===== config.mk =====
export PLATFORM = sky130hd
export DESIGN_NAME = rc_alu
export DESIGN_NICKNAME = d
export VERILOG_FILES = /design/src/rtl/alu_pkg.sv /design/src/rtl/alu_mode_decode.sv /design/src/rtl/alu_bit_slice.sv /design/src/rtl/alu_zero_detect.sv /design/src/rtl/rc_alu.sv
export SDC_FILE = /design/constraint.sdc
export NUM_CORES = 1
export LEC_CHECK = 0
export BUFFER_PORTS_ARGS = -buffer_cell sky130_fd_sc_hd__buf_2
export CAP_MARGIN = 40
export CORE_AREA = 10 10 109 82
export DETAILED_ROUTE_END_ITERATION = 10
export DIE_AREA = 0 0 119 92
export GPL_TIMING_DRIVEN = 1
export PLACE_DENSITY_LB_ADDON = 0.08
export SLEW_MARGIN = 0
export SYNTH_ARGS = -nofsm -noshare
export SYNTH_HDL_FRONTEND = slang
export SYNTH_SLANG_ARGS = --single-unit

===== constraint.sdc =====
create_clock -name vclk -period 21.8
set_clock_uncertainty 0.15 [all_clocks]
set_input_delay 2.18 -clock vclk [all_inputs]
set_output_delay 2.18 -clock vclk [all_outputs]
set_load 0.01 [all_outputs]

===== src/rtl/alu_pkg.sv =====
package alu_pkg;

  typedef enum logic [3:0] {
    MODE_AND  = 4'b0000,
    MODE_OR   = 4'b0001,
    MODE_ADD  = 4'b0010,
    MODE_ADDU = 4'b0011,
    MODE_XOR  = 4'b0100,
    MODE_NOR  = 4'b0101,
    MODE_SUB  = 4'b0110,
    MODE_SUBU = 4'b0111,
    MODE_SLT  = 4'b1000,
    MODE_SLTU = 4'b1001
  } alu_mode_e;

  // per-slice output selection
  typedef enum logic [2:0] {
    SEL_AND  = 3'd0,
    SEL_OR   = 3'd1,
    SEL_SUM  = 3'd2,
    SEL_LESS = 3'd3,
    SEL_XOR  = 3'd4,
    SEL_NOR  = 3'd5,
    SEL_ZERO = 3'd6
  } alu_sel_e;

  typedef struct packed {
    alu_sel_e sel;
    logic     binv;           // invert B in every slice
    logic     cin0;           // carry injected at bit 0
    logic     carry_en;       // report top carry
    logic     ovf_en;         // report signed overflow
    logic     less_unsigned;  // less bit from carry instead of sign
  } alu_ctl_t;

  function automatic logic fa_sum(input logic x, input logic y, input logic ci);
    return x ^ y ^ ci;
  endfunction

  function automatic logic fa_carry(input logic x, input logic y, input logic ci);
    return (x & y) | (x & ci) | (y & ci);
  endfunction

endpackage


===== src/rtl/alu_mode_decode.sv =====
module alu_mode_decode
  import alu_pkg::*;
(
  input  logic [3:0] mode,
  output alu_ctl_t   ctl
);

  always_comb begin
    ctl.sel           = SEL_ZERO;
    ctl.binv          = 1'b0;
    ctl.cin0          = 1'b0;
    ctl.carry_en      = 1'b0;
    ctl.ovf_en        = 1'b0;
    ctl.less_unsigned = 1'b0;
    case (mode)
      MODE_AND:  ctl.sel = SEL_AND;
      MODE_OR:   ctl.sel = SEL_OR;
      MODE_XOR:  ctl.sel = SEL_XOR;
      MODE_NOR:  ctl.sel = SEL_NOR;
      MODE_ADD: begin
        ctl.sel      = SEL_SUM;
        ctl.carry_en = 1'b1;
        ctl.ovf_en   = 1'b1;
      end
      MODE_ADDU: begin
        ctl.sel      = SEL_SUM;
        ctl.carry_en = 1'b1;
      end
      MODE_SUB: begin
        ctl.sel      = SEL_SUM;
        ctl.binv     = 1'b1;
        ctl.cin0     = 1'b1;
        ctl.carry_en = 1'b1;
        ctl.ovf_en   = 1'b1;
      end
      MODE_SUBU: begin
        ctl.sel      = SEL_SUM;
        ctl.binv     = 1'b1;
        ctl.cin0     = 1'b1;
        ctl.carry_en = 1'b1;
      end
      MODE_SLT: begin
        ctl.sel  = SEL_LESS;
        ctl.binv = 1'b1;
        ctl.cin0 = 1'b1;
      end
      MODE_SLTU: begin
        ctl.sel           = SEL_LESS;
        ctl.binv          = 1'b1;
        ctl.cin0          = 1'b1;
        ctl.less_unsigned = 1'b1;
      end
      default: ctl.sel = SEL_ZERO;
    endcase
  end

endmodule


===== src/rtl/alu_bit_slice.sv =====
module alu_bit_slice
  import alu_pkg::*;
#(
  parameter bit IS_MSB = 1'b0
) (
  input  logic     a,
  input  logic     b,
  input  logic     binv,
  input  logic     cin,
  input  logic     less,
  input  alu_sel_e sel,
  output logic     res,
  output logic     cout,
  output logic     set,
  output logic     ovf_det
);

  logic bb;
  logic sum;

  assign bb   = b ^ binv;
  assign sum  = fa_sum(a, bb, cin);
  assign cout = fa_carry(a, bb, cin);

  always_comb begin
    case (sel)
      SEL_AND:  res = a & bb;
      SEL_OR:   res = a | bb;
      SEL_XOR:  res = a ^ bb;
      SEL_NOR:  res = ~(a | bb);
      SEL_SUM:  res = sum;
      SEL_LESS: res = less;
      default:  res = 1'b0;
    endcase
  end

  // only the top slice reports its sign and overflow
  generate
    if (IS_MSB) begin : g_msb
      assign set     = sum;
      assign ovf_det = cin ^ cout;
    end else begin : g_mid
      assign set     = 1'b0;
      assign ovf_det = 1'b0;
    end
  endgenerate

endmodule


===== src/rtl/alu_zero_detect.sv =====
module alu_zero_detect #(
  parameter int WIDTH = 32
) (
  input  logic [WIDTH-1:0] vec,
  output logic             all_zero
);

  assign all_zero = ~|vec;

endmodule


===== src/rtl/rc_alu.sv =====
module rc_alu
  import alu_pkg::*;
#(
  parameter int WIDTH = 32
) (
  input  logic [WIDTH-1:0] a_in,
  input  logic [WIDTH-1:0] b_in,
  input  logic [3:0]       mode,
  output logic [WIDTH-1:0] result,
  output logic             carry,
  output logic             overflow,
  output logic             zero
);

  localparam int MSB = WIDTH - 1;

  alu_ctl_t         ctl;
  logic [WIDTH:0]   cchain;
  logic [WIDTH-1:0] set_v;
  logic [WIDTH-1:0] ovf_v;

  // named internal events, visible to the checker
  logic sum_msb;
  logic carry_msb;
  logic ovf_raw;
  logic less_bit;

  alu_mode_decode u_dec (
    .mode (mode),
    .ctl  (ctl)
  );

  assign cchain[0] = ctl.cin0;

  generate
    for (genvar i = 0; i < WIDTH; i++) begin : g_bit
      logic less_in;
      if (i == 0) begin : g_lsb
        assign less_in = less_bit;
      end else begin : g_upper
        assign less_in = 1'b0;
      end

      alu_bit_slice #(
        .IS_MSB (i == MSB)
      ) u_slice (
        .a       (a_in[i]),
        .b       (b_in[i]),
        .binv    (ctl.binv),
        .cin     (cchain[i]),
        .less    (less_in),
        .sel     (ctl.sel),
        .res     (result[i]),
        .cout    (cchain[i+1]),
        .set     (set_v[i]),
        .ovf_det (ovf_v[i])
      );
    end
  endgenerate

  assign sum_msb   = |set_v;
  assign ovf_raw   = |ovf_v;
  assign carry_msb = cchain[WIDTH];

  // signed: sign corrected by overflow; unsigned: borrow out
  assign less_bit = ctl.less_unsigned ? ~carry_msb : (sum_msb ^ ovf_raw);

  assign carry    = ctl.carry_en & carry_msb;
  assign overflow = ctl.ovf_en & ovf_raw;

  alu_zero_detect #(
    .WIDTH (WIDTH)
  ) u_zero (
    .vec      (result),
    .all_zero (zero)
  );

endmodule


# == Word-level counts from Yosys, hierarchy flattened ==
# Index checks and enable logic that the tools add are counted.
# totals
ff_bits,0
inputBits,68
# classes
n_eq_ne,14
muxes,38
n_bitwise,325
n_reduce_logical,8
# ops
op,count
$pmux W1 S5,31
$and A1 B1 Y1,98
$xor A1 B1 Y1,98
$or A1 B1 Y1,96
$not A1 Y1,33
$reduce_or A32 Y1,1
$pmux W3 S6,1
$eq A4 B3 Y1 const B,4
$eq A4 B2 Y1 const B,2
$eq A4 B4 Y1 const B,2
$reduce_or A4 Y1,2
$eq A3 B2 Y1 const B,2
$eq A3 B3 Y1 const B,2
$pmux W1 S6,1
$eq A4 B1 Y1 const B,1
$logic_not A4 Y1,1
$mux W1,4
$reduce_or A2 Y1,2
$eq A3 B1 Y1 const B,1
$logic_not A3 Y1,1
$mux W2,1
$logic_not A1 Y1,1

# == Logic depth before layout (Yosys ltp) ==
# Gate-level depths: netlist of the first run.
# depth
word_depth,106
depth_mapped,46
ltp_nobuf,43

# == By module ==
# A second synthesis of the first run with hierarchy kept.
# unflattened
hier_cells,563
hier_area_um2,4638.2
# modules_own_cells
mod,instances,cells_per_inst,area_per_inst_um2,seq_area_each_um2
alu_bit_slice at g_bit[0].u_slice ...,31,16,133.9,0.0
rc_alu,1,27,202.7,0.0
alu_bit_slice at g_bit[31].u_slice,1,18,133.9,0.0
alu_mode_decode,1,11,78.8,0.0
alu_zero_detect,1,11,72.6,0.0

# == Worst setup path after synthesis of the first run ==
# OpenSTA, ideal clock, no wires.
# synth_path
path_type,input-to-output
from,input mode[3]
to,output result[0]
t_arrival_ns,15.858
t_required_ns,19.470
setup_slack_ns,3.612
path_stages,45
path_buffers,4
cell_sequence,buf_6 nor2b_1 a22o_1 buf_2 buf_2 xor2_1 fa_1 fa_1 fa_1 fa_1 fa_1 fa_1 fa_1 fa_1 fa_1 fa_1 fa_1 fa_1 [... 9 more ...] fa_1 fa_1 fa_1 fa_1 fa_1 fa_1 fa_1 fa_1 inv_1 fa_1 inv_1 fa_1 mux2i_1 a32oi_1 o221ai_1 o22ai_1 a21oi_1 buf_4
# synth_via
elab_chain_len,104
elab_cells_between_ends,225
# synth_lines
item,line,rtl
"start, declared",rc_alu.sv:8,"input logic [3:0] mode,"
$eq A4 B3 Y1 or $eq A4 B4 Y1 (tied branches),alu_mode_decode.sv:15,case (mode)
$reduce_or A4 Y1 (no source line),n/a,
$mux W2,alu_mode_decode.sv:15,
$xor A1 B1 Y1,alu_bit_slice.sv:21,assign bb = b ^ binv;
$and A1 B1 Y1,"alu_pkg.sv:41, alu_bit_slice.sv:27",
$or A1 B1 Y1 (2 in series),alu_pkg.sv:41,return (x & y) | (x & ci) | (y & ci);
$and A1 B1 Y1,alu_pkg.sv:41,
$or A1 B1 Y1 (2 in series),alu_pkg.sv:41,
[... 84 more ...],n/a,
$and A1 B1 Y1,alu_pkg.sv:41,
$or A1 B1 Y1 (2 in series),alu_pkg.sv:41,
$and A1 B1 Y1,alu_pkg.sv:41,
$or A1 B1 Y1 (2 in series),alu_pkg.sv:41,
$xor A1 B1 Y1,alu_bit_slice.sv:41,assign ovf_det = cin ^ cout;
$xor A1 B1 Y1,rc_alu.sv:66,assign less_bit = ctl.less_unsigned ? ~carry_msb : (sum_msb ^ ovf_raw);
$mux W1,rc_alu.sv:66,
$pmux W1 S6 (*),alu_bit_slice.sv:26,case (sel)
"end, declared",rc_alu.sv:9,"output logic [WIDTH-1:0] result,"
# Mark *: on every way between the ends. The rest lies on a longest branch, timed or not.

# == Worst setup path after layout of the first run ==
# layout_path
from,input mode[3]
to,output zero
# layout_via
elab_chain_len,106
elab_cells_between_ends,380
# layout_lines
item,line,rtl
$eq A4 B3 Y1 or $eq A4 B4 Y1 (tied branches),alu_mode_decode.sv:15,
$reduce_or A4 Y1 (no source line),n/a,
$mux W2,alu_mode_decode.sv:15,
$xor A1 B1 Y1,alu_bit_slice.sv:21,
$and A1 B1 Y1,"alu_pkg.sv:41, alu_bit_slice.sv:27",
$or A1 B1 Y1 (2 in series),alu_pkg.sv:41,
$and A1 B1 Y1,alu_pkg.sv:41,
$or A1 B1 Y1 (2 in series),alu_pkg.sv:41,
[... 87 more ...],n/a,
$and A1 B1 Y1,alu_pkg.sv:41,
$or A1 B1 Y1 (2 in series),alu_pkg.sv:41,
$xor A1 B1 Y1,alu_bit_slice.sv:41,
$xor A1 B1 Y1,rc_alu.sv:66,
$mux W1,rc_alu.sv:66,
$pmux W1 S6,alu_bit_slice.sv:26,
$reduce_or A32 Y1 (*),alu_zero_detect.sv:8,assign all_zero = ~|vec;
$logic_not A1 Y1 (*),alu_zero_detect.sv:8,
"end, declared",rc_alu.sv:12,output logic zero
# Marked as above.

==> run metrics, run 1 <==
result of the run finished clean; total half-perimeter wirelength after legalization and detailed placement 7831 um; proportion of power drawn by combinational gates 100.0%; share of layout cells above drive strength 1 23.65%; post-synth top area cell sky130_fd_sc_hd__ha_1; sequential cells 0; wire length of the first global-routing pass 16620 um; total nets after synthesis 617; final number of max-transition violations 0; Starting Density between 50% and 60%; Synth area leaders sky130_fd_sc_hd__ha_1 (22%), sky130_fd_sc_hd__fa_1 (17%), sky130_fd_sc_hd__inv_1 (10%), sky130_fd_sc_hd__xor2_1 (7.7%), sky130_fd_sc_hd__a2bb2oi_1 (7.0%); worst slew margin relative to its limit 55.89%; vias in the first global route 3324; Static Leakage 2.166 nW; Max Cap Viol 0; slowest cell on the critical path sky130_fd_sc_hd__a22o_2; share of total power in sequential cells 0%; fraction of the cycle the final worst path needs 88.24%; Clk pwr share 0%; Tmin final 19.24 ns; instance count of the mapped netlist 452; highest-count cells in the layout ignoring fill and taps sky130_fd_sc_hd__buf_2 (103), sky130_fd_sc_hd__inv_1 (100), sky130_fd_sc_hd__ha_1 (65); antenna violations before repair 1; number of hold-repair buffers added at the cts stage 0; share of the core filled with cells ~58%; Yosys Warn Count 0; final count of negative-setup-slack endpoints 0; full die area 10950 um^2; largest stage delay on the critical path 0.49 ns; initial drt markers 147; worst min path class in2out; global-route usage over all layers 17.41%; growth of design area from synthesis to finish 7.195%; f_max 0.05199 GHz; num ports 103; Finished Layout Cells just under 600; drc violations 0; number of hold-slack violations in the final timing report 0; Post-Route Setup TNS 0 ns; core region area ~7000 um^2; antenna-violating nets left 0; Cell Int Power 0.04547 mW; Placer Congestion just over 0.8; mean instance size in the synthesized netlist 8.271 um^2; switch share 58.15%; critical path launch point type input port; via count 3207; power density relative to cell area 27.11 nW/um^2; worst IR drop on VDD 0.00001206 V; number of distinct standard cells referenced by the synthesized netlist 35; unrepaired setup endpoints after global routing false; largest net degree at the start of global routing 69; routed len/inst around 17 um; count of TritonRoute iterations in the first routing pass 4; worst path arrival time 16.91 ns; count of clock buffers in the final design 0; # placed instances approximately 600; proportion of netlist area held by the largest area contributor 21.75%; number of gates given a new drive strength after cts 0; net switching power figure about 0.063 mW; worst-margin pin slew 0.6616 ns; # rows 26; CP max FO 15; sequential standard cell area 0 um^2; leading cell type in the layout, fill and taps excluded sky130_fd_sc_hd__buf_2; number of fill cells 668; count of port buffers added during placement 103; Vert. Die Dim 92 um; number of antenna repair diodes 0; Post-Syn Area between 3000 and 4000 um^2; net count reported at finish 666; horizontal die dimension 119 um; required arrival time at the worst endpoint 19.47 ns; Crit Path Class in2out; most used cell, CP sky130_fd_sc_hd__fa_1; sequential area share after synthesis 0%; remaining global-route overflow 0; buffers inserted by post-CTS timing repair 0; Vias per Instance 5.372; total routed wirelength 9891 um; area used by multi-input combinational logic between 2000 and 3000 um^2; Worst Setup End Kind output pin
-- cell families after synthesis --
family	after synthesis	synth area share, %
compound gates	69	16.13
simple gates	89	14.89
fa+ha+maj	97	38.89
mux	2	0.8701
xor+xnor	34	7.965
buf+inv	161	21.25
-- synth_stat cells (2+ instances only) --
| cell type | number |
|---|---|
| sky130_fd_sc_hd__nor2_1 | 4 |
| sky130_fd_sc_hd__nor4_1 | 7 |
| sky130_fd_sc_hd__a21oi_1 | 3 |
| sky130_fd_sc_hd__nor2b_1 | 2 |
| sky130_fd_sc_hd__fa_1 | 32 |
| sky130_fd_sc_hd__inv_1 | 100 |
| sky130_fd_sc_hd__buf_6 | 6 |
| sky130_fd_sc_hd__nand3b_1 | 32 |
| sky130_fd_sc_hd__nand2_1 | 3 |
| sky130_fd_sc_hd__o2111ai_1 | 30 |
| sky130_fd_sc_hd__clkbuf_1 | 9 |
| sky130_fd_sc_hd__xor2_1 | 33 |
| sky130_fd_sc_hd__a2bb2oi_1 | 30 |
| sky130_fd_sc_hd__nand4_1 | 2 |
| sky130_fd_sc_hd__ha_1 | 65 |
| sky130_fd_sc_hd__nand3_1 | 31 |
| sky130_fd_sc_hd__buf_4 | 35 |
| sky130_fd_sc_hd__buf_2 | 11 |
-- metal layers --
metal	wire length, um	vias up	global-route usage, %	share of wire [%]
met4	25	2	0.9128	0.25
met5	13	-	0	0.13
met3	408	4	1.960	4.1
li1	-	1599	-	-
met1	4922	1525	24.76	50
met2	4521	77	28.86	46
-- power groups by stage --
stage | combinational [mW] | sequential, mW | clock, mW
CTS | 0.109 | 0 | 0
finish | 0.109 | 0 | 0
global route | 0.124 | 0 | 0
floorplan | 0.0822 | 0 | 0
global placement | 0.107 | 0 | 0
detailed placement | 0.108 | 0 | 0
-- cell type report --
cell class	instances	area share (%)
well taps	98	3.060
inverters	100	9.366
multi-input cells	291	73.77
repair buffers	108	13.80
-- through the flow --
step                worst slack [ns]  hold slack, ns  total power, mW  instance area (um^2)
global route                   1.938           4.824           0.1238                  4008
detailed placement             2.636           4.768           0.1078                  4008
CTS                            2.545           4.772           0.1093                  4008
floorplan                      3.612           4.461          0.08221                  3739
global placement               2.787           4.737           0.1071                  4008
finish                         2.564           4.768           0.1087                  4008
-- critical path, delay by kind of cell --
| family | cells | cell delay, ns |
|---|---|---|
| fa+ha+maj | 31 | 12.18 |
| xor+xnor | 1 | 0.20 |
| mux | 1 | 0.17 |
| simple gates | 2 | 0.39 |
| buf+inv | 4 | 0.50 |
| compound gates | 5 | 1.26 |
-- final timing paths --
path                  startpoint        to  slack, ns  cells after the start
worst min-delay path     mode[1]  overflow       4.77                      5
worst max-delay path     mode[3]      zero       2.56                     44
No activity file was read; power rests on OpenSTA's default activity.
==> inputs of run 2 (changes only) <==
--- a/config.mk
+++ b/config.mk
@@ -7,9 +7,11 @@
 export LEC_CHECK = 0
 export BUFFER_PORTS_ARGS = -buffer_cell sky130_fd_sc_hd__buf_2
 export CAP_MARGIN = 40
-export CORE_AREA = 10 10 109 82
+export CELL_PAD_IN_SITES_DETAIL_PLACEMENT = 0
+export CELL_PAD_IN_SITES_GLOBAL_PLACEMENT = 2
+export CORE_AREA = 10 10 141 104
 export DETAILED_ROUTE_END_ITERATION = 10
-export DIE_AREA = 0 0 119 92
+export DIE_AREA = 0 0 151 114
 export GPL_TIMING_DRIVEN = 1
 export PLACE_DENSITY_LB_ADDON = 0.08
 export SLEW_MARGIN = 0
==> run metrics, run 2 (synthesis results as in run 1) <==
slowest cell on the critical path sky130_fd_sc_hd__fa_1 (was sky130_fd_sc_hd__a22o_2); count of port buffers added during placement 103 (unchanged); unrepaired setup endpoints after global routing false (unchanged); Placed Instance Area 4088 um^2 (was 4008 um^2); fraction of the cycle the final worst path needs 89.09% (was 88.24%); worst min path class in2out (unchanged); final number of max-transition violations 0 (unchanged); total routed wirelength 11410 um (was 9891 um); Buf/Inv on CP 4 (unchanged); Crit Path Class in2out (unchanged); initial drt markers 122 (was 147); Tmin final 19.42 ns (was 19.24 ns); number of gates given a new drive strength after cts 0 (unchanged); global-route usage over all layers 12.83% (was 17.41%); most used cell, CP sky130_fd_sc_hd__fa_1 (unchanged); worst slew margin relative to its limit 53.51% (was 55.89%); drc violations 0 (unchanged); leading cell type in the layout, fill and taps excluded sky130_fd_sc_hd__buf_2 (unchanged); full die area 17210 um^2 (was 10950 um^2); final count of negative-setup-slack endpoints 0 (unchanged); # rows 34 (was 26); horizontal die dimension 151 um (was 119 um); core region area 12080 um^2 (was 6962 um^2); num ports 103 (unchanged); Vias per Instance 4.737 (was 5.372); CP max FO 10 (was 15); antenna-violating nets left 0 (unchanged); sequential standard cell area 0 um^2 (unchanged); Post-Route Setup TNS 0 ns (unchanged); count of TritonRoute iterations in the first routing pass 6 (was 4); f_max 0.05149 GHz (was 0.05199 GHz); total half-perimeter wirelength after legalization and detailed placement 8913 um (was 7831 um); worst hold slack across all endpoints 4.748 ns (was 4.768 ns); Max Cap Viol 0 (unchanged); largest delay contributor family on the critical path adder cells (unchanged); buffers inserted by post-CTS timing repair 0 (unchanged); worst IR drop on VDD 0.000008389 V (was 0.00001206 V); remaining global-route overflow 0 (unchanged); largest net degree at the start of global routing 69 (unchanged); net count reported at finish 666 (unchanged); count of clock buffers in the final design 0 (unchanged); Placer Congestion 0.8063 (was 0.8311); worst path arrival time 17.09 ns (was 16.91 ns); growth of design area from synthesis to finish 9.337% (was 7.195%); required arrival time at the worst endpoint 19.47 ns (about the same); antenna violations before repair 0 (was 1); routed len/inst 17.26 um (was 16.57 um); result of the run finished clean (unchanged); Worst Setup End Kind output pin (unchanged); highest-count cells in the layout ignoring fill and taps sky130_fd_sc_hd__buf_2 (103), sky130_fd_sc_hd__inv_1 (100), sky130_fd_sc_hd__ha_1 (65) (unchanged); share of layout cells above drive strength 1 23.65% (unchanged); wire length of the first global-routing pass 18380 um (was 16620 um); area of all placed cells without fillers 4088 um^2 (was 4008 um^2); number of hold-slack violations in the final timing report 0 (unchanged); power density relative to cell area 27.22 nW/um^2 (was 27.11 nW/um^2); number of hold-repair buffers added at the cts stage 0 (unchanged); largest stage delay on the critical path 0.44 ns (was 0.49 ns); worst-margin pin slew 0.6974 ns (was 0.6616 ns); Vert. Die Dim 114 um (was 92 um); Static Leakage 2.166 nW (unchanged); Starting Density 30.94% (was 53.70%); via count 3131 (was 3207); number of antenna repair diodes 0 (unchanged); sequential cells 0 (unchanged); critical path launch point type input port (unchanged); vias in the first global route 3371 (was 3324)
-- run 2: cell counts in the layout (fill, tap and decap cells not counted) --
Identical to the previous run, type by type.
-- run 2: where the power goes --
group          leakage (nW)  switching (mW)  internal, mW
Combinational          2.17          0.0655        0.0458
Sequential                0               0             0
Clock                     0               0             0
-- run 2: through the flow --
step | power, mW | setup slack, ns | util (%) | instances
detailed placement | 0.1117 | 2.368 | 33.83 | 661
CTS | 0.1131 | 2.313 | 33.83 | 661
floorplan | 0.08221 | 3.612 | - | 452
global placement | 0.1136 | 2.684 | 33.83 | 661
finish | 0.1113 | 2.378 | 33.83 | 661
global route | 0.1278 | 1.786 | 33.83 | 661
-- run 2: final cells by class --
type | count | area [um^2]
Fill cell | 1316 | 7994
Inverter | 100 | 375.4
Multi-Input combinational cell | 291 | 2957
Tap cell | 162 | 202.7
Timing Repair Buffer | 108 | 553.0
-- run 2: path summary, 6_finish.rpt --
check	start	endpoint	slack, ns	depth (start not counted)
setup / recovery	mode[1]	zero	2.38	43
hold / removal	mode[3]	overflow	4.75	5
-- run 2: routing by layer --
layer / part of all wire (%) / vias to the layer above / track usage [%] / routed length [um]
met2: 45 / 55 / 20.64 / 5102
met3: 3.3 / 2 / 1.425 / 379
met1: 52 / 1480 / 18.73 / 5912
met5: 0 / - / 0 / 0
met4: 0.13 / 0 / 0.6398 / 15
li1: - / 1594 / - / -
-- run 2: worst min-delay path: stages --
cell and delay, ns:
sky130_fd_sc_hd__buf_2 0.18, sky130_fd_sc_hd__nor2b_1 0.12, sky130_fd_sc_hd__nand2_1 0.07, sky130_fd_sc_hd__nor2_1 0.03, sky130_fd_sc_hd__buf_2 0.13
